### src/rtl/vcap_pkg.sv
package vcap_pkg;
   localparam int BAND_W = 8;
   localparam int CORE_W = 3;
   localparam int BIAS_W = 4;
   localparam int RB_W   = BAND_W + CORE_W;

   // field positions that the synthesizer decodes
   localparam int MUX_LSB  = 27;
   localparam int RSEL_LSB = 26;
   localparam int RBM_LSB  = 12;
   localparam int ACAL_BIT = 21;

   localparam logic [2:0] MUX_READBACK = 3'b111;
   localparam logic [2:0] RSEL_CB      = 3'b001;
   localparam logic [2:0] RSEL_BIAS    = 3'b011;
   localparam logic [2:0] RBM_CALDONE  = 3'b110;
   localparam logic [2:0] RBM_READ     = 3'b111;

   localparam logic [3:0] ADDR_R4  = 4'd4;
   localparam logic [3:0] ADDR_R7  = 4'd7;
   localparam logic [3:0] ADDR_R10 = 4'd10;

   typedef struct packed {
      logic              vld;
      logic [CORE_W-1:0] core;
      logic [BAND_W-1:0] band;
      logic [BIAS_W-1:0] bias;
   } lut_ent_t;

   typedef enum logic [3:0] {
      S_IDLE, S_R10A, S_R7A, S_R4, S_R2, S_R1, S_R0, S_WAIT,
      S_R7B, S_RDCB, S_R10B, S_RDBI, S_FINOK, S_FINERR
   } st_t;

   function automatic logic [31:0] put_field(logic [31:0] base, int lsb,
                                             logic [2:0] val, logic [3:0] addr);
      logic [31:0] w;
      w = base;
      w[lsb +: 3] = val;
      w[3:0] = addr;
      return w;
   endfunction
endpackage

### src/rtl/vcap_timer.sv
module vcap_timer #(
   parameter int TMO_W = 16
) (
   input  logic             clk,
   input  logic             rst_n,
   input  logic             run,
   input  logic [TMO_W-1:0] lim,
   output logic             expired
);
   localparam int CW = TMO_W + 1;

   logic [TMO_W-1:0] cnt;

   initial begin
      assert (TMO_W >= 2 && TMO_W <= 32) else $error("vcap_timer: TMO_W out of range");
   end

   assign expired = run && (({1'b0, cnt} + CW'(1)) >= {1'b0, lim});

   always_ff @(posedge clk or negedge rst_n) begin
      if (!rst_n)       cnt <= '0;
      else if (!run)    cnt <= '0;
      else if (!expired) cnt <= cnt + 1'b1;
   end


   tmo_cnt_step_chk: assert property (@(posedge clk) disable iff (!rst_n)
      run && !expired |=> !run || (cnt == $past(cnt) + 1'b1));
endmodule

### src/rtl/vcap_lut.sv
module vcap_lut
   import vcap_pkg::*;
#(
   parameter int IDX_W  = 4,
   parameter bit RD_REG = 1'b0
) (
   input  logic             clk,
   input  logic             rst_n,
   input  logic             we,
   input  logic [IDX_W-1:0] widx,
   input  lut_ent_t         wdat,
   input  logic [IDX_W-1:0] ridx,
   output lut_ent_t         rdat
);
   localparam int DEPTH = 1 << IDX_W;

   lut_ent_t mem [DEPTH];

   initial begin
      assert (IDX_W >= 1 && IDX_W <= 10) else $error("vcap_lut: IDX_W out of range");
   end

   always_ff @(posedge clk or negedge rst_n) begin
      if (!rst_n) begin
         for (int i = 0; i < DEPTH; i++) mem[i] <= '0;
      end else if (we) begin
         mem[widx] <= wdat;
      end
   end

   generate
      if (RD_REG) begin : g_rd_reg
         always_ff @(posedge clk or negedge rst_n) begin
            if (!rst_n) rdat <= '0;
            else        rdat <= mem[ridx];
         end
      end else begin : g_rd_comb
         assign rdat = mem[ridx];
      end
   endgenerate


   lut_write_chk: assert property (@(posedge clk) disable iff (!rst_n)
      we |=> mem[$past(widx)] == $past(wdat));
endmodule

### src/rtl/vco_cal_capture.sv
module vco_cal_capture
   import vcap_pkg::*;
#(
   parameter int          IDX_W      = 4,
   parameter int          TMO_W      = 16,
   parameter bit          LUT_RD_REG = 1'b0,
   parameter logic [31:0] R4_BASE    = 32'h0,
   parameter logic [31:0] R7_BASE    = 32'h0,
   parameter logic [31:0] R10_BASE   = 32'h0
) (
   input  logic              clk,
   input  logic              rst_n,
   input  logic              start,
   input  logic [IDX_W-1:0]  slot_idx,
   input  logic [31:0]       frq_r0,
   input  logic [31:0]       frq_r1,
   input  logic [31:0]       frq_r2,
   input  logic [TMO_W-1:0]  tmo_lim,
   input  logic              cal_line,
   output logic              acc_req,
   output logic              acc_rd,
   output logic [31:0]       acc_wdata,
   input  logic              acc_ack,
   input  logic [RB_W-1:0]   acc_rdata,
   output logic              busy,
   output logic              done,
   output logic              err,
   output logic [CORE_W-1:0] cap_core,
   output logic [BAND_W-1:0] cap_band,
   output logic [BIAS_W-1:0] cap_bias,
   input  logic [IDX_W-1:0]  lut_idx,
   output logic              lut_hit,
   output logic [CORE_W-1:0] lut_core,
   output logic [BAND_W-1:0] lut_band,
   output logic [BIAS_W-1:0] lut_bias
);
   localparam logic [31:0] W_R10_CB   = put_field(R10_BASE, RSEL_LSB, RSEL_CB, ADDR_R10);
   localparam logic [31:0] W_R10_BIAS = put_field(R10_BASE, RSEL_LSB, RSEL_BIAS, ADDR_R10);
   localparam logic [31:0] W_R7_DONE  = put_field(R7_BASE, RBM_LSB, RBM_CALDONE, ADDR_R7);
   localparam logic [31:0] W_R7_READ  = put_field(R7_BASE, RBM_LSB, RBM_READ, ADDR_R7);
   localparam logic [31:0] W_R4_MUX   = put_field(R4_BASE, MUX_LSB, MUX_READBACK, ADDR_R4);

   st_t              st, st_nx;
   logic [IDX_W-1:0] slot_q;
   logic [31:0]      r0_q, r1_q, r2_q, prev_r1, prev_r2;
   logic             init_q;
   logic [RB_W-1:0]  cb_q;
   logic [BIAS_W-1:0] bias_q;
   logic             need_r4, need_r2, need_r1;
   logic             tmo_exp;
   logic             lut_we;
   lut_ent_t         lut_wd, lut_rd;

   assign need_r4 = !init_q;
   assign need_r2 = !init_q || (r2_q != prev_r2);
   assign need_r1 = !init_q || (r1_q != prev_r1);
   assign busy    = (st != S_IDLE);

   vcap_timer #(.TMO_W(TMO_W)) u_tmo (
      .clk(clk), .rst_n(rst_n), .run(st == S_WAIT), .lim(tmo_lim), .expired(tmo_exp)
   );

   // next state
   always_comb begin
      st_nx = st;
      unique case (st)
         S_IDLE:   if (start) st_nx = S_R10A;
         S_R10A:   if (acc_ack) st_nx = S_R7A;
         S_R7A:    if (acc_ack) st_nx = need_r4 ? S_R4 : need_r2 ? S_R2 : need_r1 ? S_R1 : S_R0;
         S_R4:     if (acc_ack) st_nx = need_r2 ? S_R2 : need_r1 ? S_R1 : S_R0;
         S_R2:     if (acc_ack) st_nx = need_r1 ? S_R1 : S_R0;
         S_R1:     if (acc_ack) st_nx = S_R0;
         S_R0:     if (acc_ack) st_nx = S_WAIT;
         S_WAIT:   if (cal_line) st_nx = S_R7B;
                   else if (tmo_exp) st_nx = S_FINERR;
         S_R7B:    if (acc_ack) st_nx = S_RDCB;
         S_RDCB:   if (acc_ack) st_nx = S_R10B;
         S_R10B:   if (acc_ack) st_nx = S_RDBI;
         S_RDBI:   if (acc_ack) st_nx = S_FINOK;
         S_FINOK:  st_nx = S_IDLE;
         S_FINERR: st_nx = S_IDLE;
         default:  st_nx = S_IDLE;
      endcase
   end

   // access request
   always_comb begin
      acc_req   = 1'b1;
      acc_rd    = 1'b0;
      acc_wdata = '0;
      unique case (st)
         S_R10A: acc_wdata = W_R10_CB;
         S_R7A:  acc_wdata = W_R7_DONE;
         S_R4:   acc_wdata = W_R4_MUX;
         S_R2:   acc_wdata = r2_q;
         S_R1:   acc_wdata = r1_q;
         S_R0: begin
            acc_wdata = r0_q;
            acc_wdata[ACAL_BIT] = 1'b1;
         end
         S_R7B:  acc_wdata = W_R7_READ;
         S_R10B: acc_wdata = W_R10_BIAS;
         S_RDCB, S_RDBI: acc_rd = 1'b1;
         default: acc_req = 1'b0;
      endcase
   end

   always_ff @(posedge clk or negedge rst_n) begin
      if (!rst_n) begin
         st       <= S_IDLE;
         slot_q   <= '0;
         r0_q     <= '0;
         r1_q     <= '0;
         r2_q     <= '0;
         prev_r1  <= '0;
         prev_r2  <= '0;
         init_q   <= 1'b0;
         cb_q     <= '0;
         bias_q   <= '0;
         done     <= 1'b0;
         err      <= 1'b0;
         cap_core <= '0;
         cap_band <= '0;
         cap_bias <= '0;
      end else begin
         st   <= st_nx;
         done <= 1'b0;
         unique case (st)
            S_IDLE: if (start) begin
               slot_q <= slot_idx;
               r0_q   <= frq_r0;
               r1_q   <= frq_r1;
               r2_q   <= frq_r2;
               err    <= 1'b0;
            end
            S_R2:   if (acc_ack) prev_r2 <= r2_q;
            S_R1:   if (acc_ack) prev_r1 <= r1_q;
            S_R0:   if (acc_ack) init_q <= 1'b1;
            S_RDCB: if (acc_ack) cb_q <= acc_rdata;
            S_RDBI: if (acc_ack) bias_q <= acc_rdata[BIAS_W-1:0];
            S_FINOK: begin
               done     <= 1'b1;
               cap_core <= cb_q[BAND_W +: CORE_W];
               cap_band <= cb_q[BAND_W-1:0];
               cap_bias <= bias_q;
            end
            S_FINERR: begin
               done <= 1'b1;
               err  <= 1'b1;
            end
            default: ;
         endcase
      end
   end

   assign lut_we = (st == S_FINOK);
   assign lut_wd = '{vld: 1'b1, core: cb_q[BAND_W +: CORE_W], band: cb_q[BAND_W-1:0], bias: bias_q};

   vcap_lut #(.IDX_W(IDX_W), .RD_REG(LUT_RD_REG)) u_lut (
      .clk(clk), .rst_n(rst_n), .we(lut_we), .widx(slot_q), .wdat(lut_wd),
      .ridx(lut_idx), .rdat(lut_rd)
   );

   assign lut_hit  = lut_rd.vld;
   assign lut_core = lut_rd.core;
   assign lut_band = lut_rd.band;
   assign lut_bias = lut_rd.bias;


   req_hold_chk: assert property (@(posedge clk) disable iff (!rst_n)
      acc_req && !acc_ack |=> acc_req && $stable(acc_wdata) && $stable(acc_rd));

   done_pulse_chk: assert property (@(posedge clk) disable iff (!rst_n)
      done |=> !done);

   err_with_done_chk: assert property (@(posedge clk) disable iff (!rst_n)
      $rose(err) |-> done);

   slot_hold_chk: assert property (@(posedge clk) disable iff (!rst_n)
      busy && $past(busy) |-> $stable(slot_q));
endmodule

### config.mk
export PLATFORM = sky130hd
export DESIGN_NAME = vco_cal_capture
export DESIGN_NICKNAME = d
export VERILOG_FILES = /design/src/rtl/vcap_pkg.sv /design/src/rtl/vcap_timer.sv /design/src/rtl/vcap_lut.sv /design/src/rtl/vco_cal_capture.sv
export SDC_FILE = /design/constraint.sdc
export NUM_CORES = 1
export LEC_CHECK = 0
export BUFFER_PORTS_ARGS = -buffer_cell sky130_fd_sc_hd__buf_4
export CORE_UTILIZATION = 45
export DETAILED_ROUTE_END_ITERATION = 6
export PLACE_DENSITY_LB_ADDON = 0.25
export SLEW_MARGIN = 20
export SYNTH_ARGS = -nofsm -noshare
export SYNTH_HDL_FRONTEND = slang
export SYNTH_SLANG_ARGS = --single-unit
### constraint.sdc
create_clock -name clk -period 10.07 [get_ports clk]
set_input_delay 0.5035 -clock clk [delete_from_list [all_inputs] [get_ports clk]]
set_output_delay 0.5035 -clock clk [all_outputs]
set_load 0.01 [all_outputs]
==> results.ini, run 1 <==
[status]
status = complete, no violations

[timing]
finalSetupViolations = 0
skew_ps = 15.8
finalHoldViolations = 0
drv_slew = 0
max_slew.worst_pin.slew_ps = 1150
fin_crit_sh_pct = 38.0
finalCriticalPeriod_ps = 3820
final.setup.tns_ps = 0
timing.fmax_mhz = 262
slew_headroom_pct = 23.3
rsz0062_at_grt = no

[setup_path]
path_cells = nand3_1 -> nor3_1 -> nand3_1 -> buf_4 -> mux2_2
critical_path_class = flop to flop
cp_max_fo = 22
cp_common_cell = nand3_1
cp_num_buf_inv = 1
start_kind = flop
crit_family = simple AND/OR/NAND/NOR gates
required_ps = 10550
max_stage_delay_ps = 840
critPathCaptureType = flop
critPathSlowestCell = nand3_1
cp_data_arrival_time_ps = 4310
rrSetupSlack_ps = 6250

[finish]
area.growth.synth_to_final_pct = 17.2
drive_above_1_share_pct = 46.0
final_net_count = 1925
regArea_um2 = 11800
multi_input_area_um2 = 9640
num-fill-cells = 4134
layout.cells.non_filler = 2427

[power]
clkPwrFrac_pct = 28.1
intPower_mw = 4.38
p_comb_share_pct = 26.4
seqPwrFrac_pct = 45.5
powerDensity_nw_per_um2 = 252
power_switching_mw = 2.11
switching_share_pct = 32.5
ir_drop_v = 0.000177
cellLeakagePower_nw = 12.4

[drt]
drc = 0
wl_per_cell_um = 22.2
drt_iter0_drc = 809
wl_um = 53900
ant_nets = 0
firstDrtPassIters = 5
vias = 13500
viasPerCell = 5.57

[clock_network]
cts_tree = built
post_cts_buffers = 0
h-tree-depth = 2
cts-root-buf = clkbuf_16
clock_sinks = 472
insertion_delay_ps = 600
cts_buffers = 51
cts_buffer_depth = 3
clk_pin_slew_worst_paths_ps = 60

[yosys]
netlist_area_um2 = 21900
ys_async_sr_fraction_pct = 100
ys_seq_area_share_pct = 53.9
avgSynthCellArea_um2 = 13.8
ys_warn_count = 0
ys_types = 53
syn_nets = 1746
synth_flop_cell = dfrtp_1
syn_inst = 1593
yosys_register_bits = 472
synth_edf_count = 0

[die]
dieHeight_um = 223
die_width_um = 223
core_area_um2 = 47800
start_util_pct = 45.8
fp-row-count = 80
die-area_um2 = 49600
ios = 204

[place]
io_buffers = 202
hpwlAfterDp_um = 35000
dp.cells = 2332
gp_congestion = 0.830

[grt]
grt_pass1_vias = 14300
grt_util_all_layers_pct = 22.3
grt_pass1_wl_um = 84400
grt_start_max_net_pins = 172
gr-total-overflow = 0
grt_antenna_before_repair = 2

[min_path]
worstHoldPathType = primary input to flop

[job]
maxCapViolations = 0

## area by class of cell
type / count / area share [%]
tap: 615 / 3.00
sequential: 472 / 46.0
multi-input combinational: 996 / 37.5
inverter: 25 / 0.365
clock buffer: 81 / 6.00
timing repair buffer: 226 / 6.77
clock inverter: 10 / 0.360
antenna: 2 / 0.0195
## kinds of logic after synthesis
family	count (synthesis)	synth area share [%]
DFF	472	53.9
buffers and inverters	125	2.27
and+or+nand+nor	260	5.72
muxes	523	30.9
adders and majority gates	17	0.971
xor gates and xnor gates	78	3.12
AOI/OAI and AO/OA	118	3.14
## power by group through the flow
| stage | Combinational [mW] | Sequential, mW | Clock (mW) |
|---|---|---|---|
| 6_report | 1.71 | 2.95 | 1.82 |
| 5_1_grt | 1.87 | 3.03 | 1.95 |
| 4_1_cts | 1.73 | 2.95 | 1.88 |
| 3_5_place_dp | 1.72 | 2.98 | 0 |
| 3_3_place_gp | 1.68 | 2.95 | 0 |
| 2_1_floorplan | 1.29 | 2.71 | 0 |
## placed cells by master (no fill, tap or decap), types with 5 or more instances in the layout
cell type	instances
buf_4	222
mux2_2	422
clkbuf_16	52
inv_1	24
nand2_2	5
clkinv_2	6
dfrtp_1	471
a21oi_1	57
nor2_1	77
xnor2_1	19
xor2_1	59
clkbuf_8	13
nor4_1	14
nor2b_1	6
mux2i_1	21
mux4_2	80
o21ai_0	26
ha_1	17
a31oi_1	8
nor3_1	9
nand2_1	70
nand3_1	16
or2_2	9
nand4_1	9
nand2b_1	11
or3_1	12
clkbuf_1	16
## sequential cells by signal, summed over array words and instances, names as in the netlist, 3 cells and up
name,flops
u_lut.mem,256
prev_r1,32
prev_r2,32
r1_q,32
r2_q,32
r0_q,31
u_tmo.cnt,16
cb_q,11
cap_band,8
bias_q,4
cap_bias,4
slot_q,4
st,4
cap_core,3
## metrics by stage
step	power, mW	instance area [µm²]	setup WS (ps)	hold slack [ps]	utilization (%)
2_1_floorplan	4.00	21900	6810	208	-
5_1_grt	6.85	25700	5890	110	53.7
3_5_place_dp	4.70	24000	6120	448	50.2
4_1_cts	6.56	25700	6100	91.6	53.6
6_report	6.48	25700	6250	136	53.7
3_3_place_gp	4.64	24000	6270	444	50.1
## timing repair
action                                 CTS  global route
gates resized for setup                  0             0
hold buffers                             1             0
endpoints found under the hold margin   84             0
## routing by layer
| layer | up-vias | wire length, µm | GRT usage [%] |
|---|---|---|---|
| li1 | 6090 | - | - |
| met1 | 7011 | 22500 | 28.3 |
| met2 | 333 | 27100 | 37.6 |
| met3 | 77 | 3060 | 5.17 |
| met4 | 2 | 1320 | 7.23 |
| met5 | - | 17 | 0 |
## cells in the mapped netlist, types with 15 or more instances
cell / n / area, µm²
inv_1: 24 / 90.1
xnor2_1: 19 / 166
ha_1: 17 / 213
o21ai_0: 26 / 130
buf_2: 20 / 100
mux4_2: 80 / 1800
clkbuf_1: 65 / 244
nand3_1: 16 / 80.1
mux2i_1: 21 / 210
mux2_2: 422 / 4750
nand2_1: 76 / 285
nor2_1: 77 / 289
nor4_1: 15 / 93.8
a21oi_1: 57 / 285
dfrtp_1: 472 / 11800
xor2_1: 59 / 517
## worst register-to-register path: cells and delay by family (launching register included)
kind,cells,cell delay [ps]
buffers and inverters,1,410
flip-flops,1,810
multiplexers,1,290
AND/OR/NAND/NOR,3,2200
## worst paths after layout
| path | cells after the start | start | to |
|---|---|---|---|
| worst max-delay path | 5 | st[2] | u_lut.mem[55] |
| worst max register to register | 5 | st[2] | u_lut.mem[55] |
| max in group asynchronous | 4 | rst_n | u_lut.mem[175] |
| worst min register to register | 1 | u_lut.mem[31] | u_lut.mem[31] |
| worst min-delay path | 2 | frq_r2[17] | r2_q[17] |
| min in group asynchronous | 2 | rst_n | u_lut.mem[219] |
No activity file was read; power rests on OpenSTA's default activity.
==> run 2, diff against run 1 <==
- clock period: 10.07 -> 3.5 ns (I/O delays scaled with it)
==> run 2 against run 1 <==
- via count is 5.7% higher
- sequential power grew to 2.9 times the previous value
- design area is 5.7% higher
- die area stayed put
- clock power grew to 2.8 times the previous value
- fmax is 13% higher
- combinational power grew to 3.0 times the previous value
- critical path type unchanged
- critical endpoint is now u_tmo.cnt[2]
==> results.ini, run 2 (synthesis results as in run 1) <==
[finish]
mostFrequentLayoutCells = dfrtp_1, mux2_2, buf_4, dlygate4sd3_1, mux4_2
final_net_count = 2070
layout.cells.most_common = dfrtp_1
area.growth.synth_to_final_pct = 23.9
num-fill-cells = 3848
layout.cells.non_filler = 2570
largest_register_ff_count = 256
regMostFlops = u_lut.mem
drive_above_1_share_pct = 45.0

[setup_path]
critical_path_class = flop to flop
cp_max_fo = 6
start_kind = flop
cp_data_arrival_time_ps = 3890
crit_start = u_tmo.cnt[7]
critPathCaptureType = flop
r2r_start = u_tmo.cnt[7]
required_ps = 4010

[die]
die_width_um = 223
fp-row-count = 80
core_area_um2 = 47800
ios = 204
die-area_um2 = 49600
dieHeight_um = 223
start_util_pct = 45.8

[place]
io_buffers = 202
hpwlAfterDp_um = 36800
dp.cells = 2364
gp_congestion = 0.847

[power]
seqPwrFrac_pct = 45.0
powerDensity_nw_per_um2 = 694
p_total_mw = 18.8
intPower_mw = 12.7
cellLeakagePower_nw = 13.0
power_switching_mw = 6.16
p_comb_share_pct = 27.6
ir_drop_v = 0.000454
clkPwrFrac_pct = 27.4
switching_share_pct = 32.7

[timing]
finalHoldViolations = 0
finalCriticalPeriod_ps = 3380
max_slew.worst_pin.slew_ps = 825
slew_headroom_pct = 44.9
timing.fmax_mhz = 296
finalSetupViolations = 0
fin_crit_sh_pct = 96.6
rsz0062_at_grt = no
skew_ps = 18.7
drv_slew = 0

[clock_network]
cts_buffers = 50
clock_sinks = 472
insertion_delay_ps = 590
cts_buffer_depth = 3
clk_pin_slew_worst_paths_ps = 60
cts_tree = built
h-tree-depth = 2
cts-root-buf = clkbuf_16

[drt]
ant_nets = 0
viasPerCell = 5.56
drc = 0
firstDrtPassIters = 5
wl_per_cell_um = 22.2
vias = 14300
drt_iter0_drc = 785
wl_um = 57000

[job]
maxCapViolations = 0

[grt]
grt_start_max_net_pins = 109
grt_pass1_wl_um = 88500
grt_util_all_layers_pct = 23.3
gr-total-overflow = 0
grt_antenna_before_repair = 2
grt_pass1_vias = 15200

[min_path]
worstHoldPathType = primary input to flop
worstHoldStart = start

[status]
status = complete, no violations

## run 2: cell types whose count changed in the layout (fill, tap and decap cells not counted), sizes merged
cell	delta
clkinvlp	+2
clkbuf	-4
diode	-1
inv	-1
buf	+35
dlygate4sd3	+111
bufinv	+1
## run 2: final timing paths
| check | to | slack (ps) | cells after the start |
|---|---|---|---|
| max | u_tmo.cnt[2] | 120 | 12 |
| min | err | 30 | 4 |
| max reg2reg | u_tmo.cnt[2] | 120 | 12 |
| min reg2reg | u_lut.mem[15] | 460 | 1 |
| max in group asynchronous | cap_band[4] | 2350 | 3 |
| min in group asynchronous | cb_q[7] | 40 | 2 |
## run 2: metal layers
metal / share of wire [%] / wire length (µm) / GRT usage (%) / vias to the layer above
met4: 3.4 / 1940 / 8.57 / 2
li1: - / - / - / 6404
met3: 4.5 / 2590 / 4.09 / 108
met1: 42 / 23900 / 30.2 / 7409
met2: 50 / 28600 / 39.4 / 357
met5: 0.021 / 12 / 0 / -
## run 2: through the flow
stage          util (%)  TNS [ps]  hold slack (ps)  area, µm²  worst slack (ps)
3_5_place_dp       50.8     -3.81             53.4      24300             -3.81
5_1_grt            56.7         0             52.9      27100              36.6
6_report           56.7         0             30.6      27100               119
3_3_place_gp       50.8         0             49.7      24300              55.5
2_1_floorplan         -         0             -121      21900               240
4_1_cts            56.5         0             5.33      27000              18.2
## run 2: area by class of cell
cell class,instances,area [µm²],area share [%]
inverter,25,93.8,0.346
antenna,1,2.50,0.00922
clock inverter,12,129,0.475
timing repair buffer,372,3160,11.6
sequential,472,11800,43.5
multi-input combinational,996,9700,35.7
tap,615,769,2.83
clock buffer,77,1470,5.43
## run 2: what timing repair did
item | 4_1_cts | 5_1_grt
endpoints found under the setup margin | 1 | 18
buffers inserted | 0 | 2
gates resized for setup | 1 | 25
cloned | 0 | 2
endpoints found under the hold margin | 524 | 0
hold buffers | 112 | 0
pin swaps | 0 | 6
## run 2: power groups by stage
stage	Clock (mW)	Combinational (mW)	Sequential [mW]
finish	5.16	5.19	8.49
global route	5.50	5.66	8.71
floorplan	0	3.71	7.81
CTS	5.30	5.20	8.49
detailed placement	0	5.07	8.57
global placement	0	4.97	8.48
## run 2: worst max-delay path, cell delays in order (launching register included)
cell and delay, ps:
dfrtp_1 380, nand2_1 70, or4_4 580, or2_4 290, xnor2_2 140, ha_1 310
nand4_1 100, nor3_1 60, o31ai_1 300, o211ai_1 270, buf_4 240, or3_2 430
a21oi_2 140
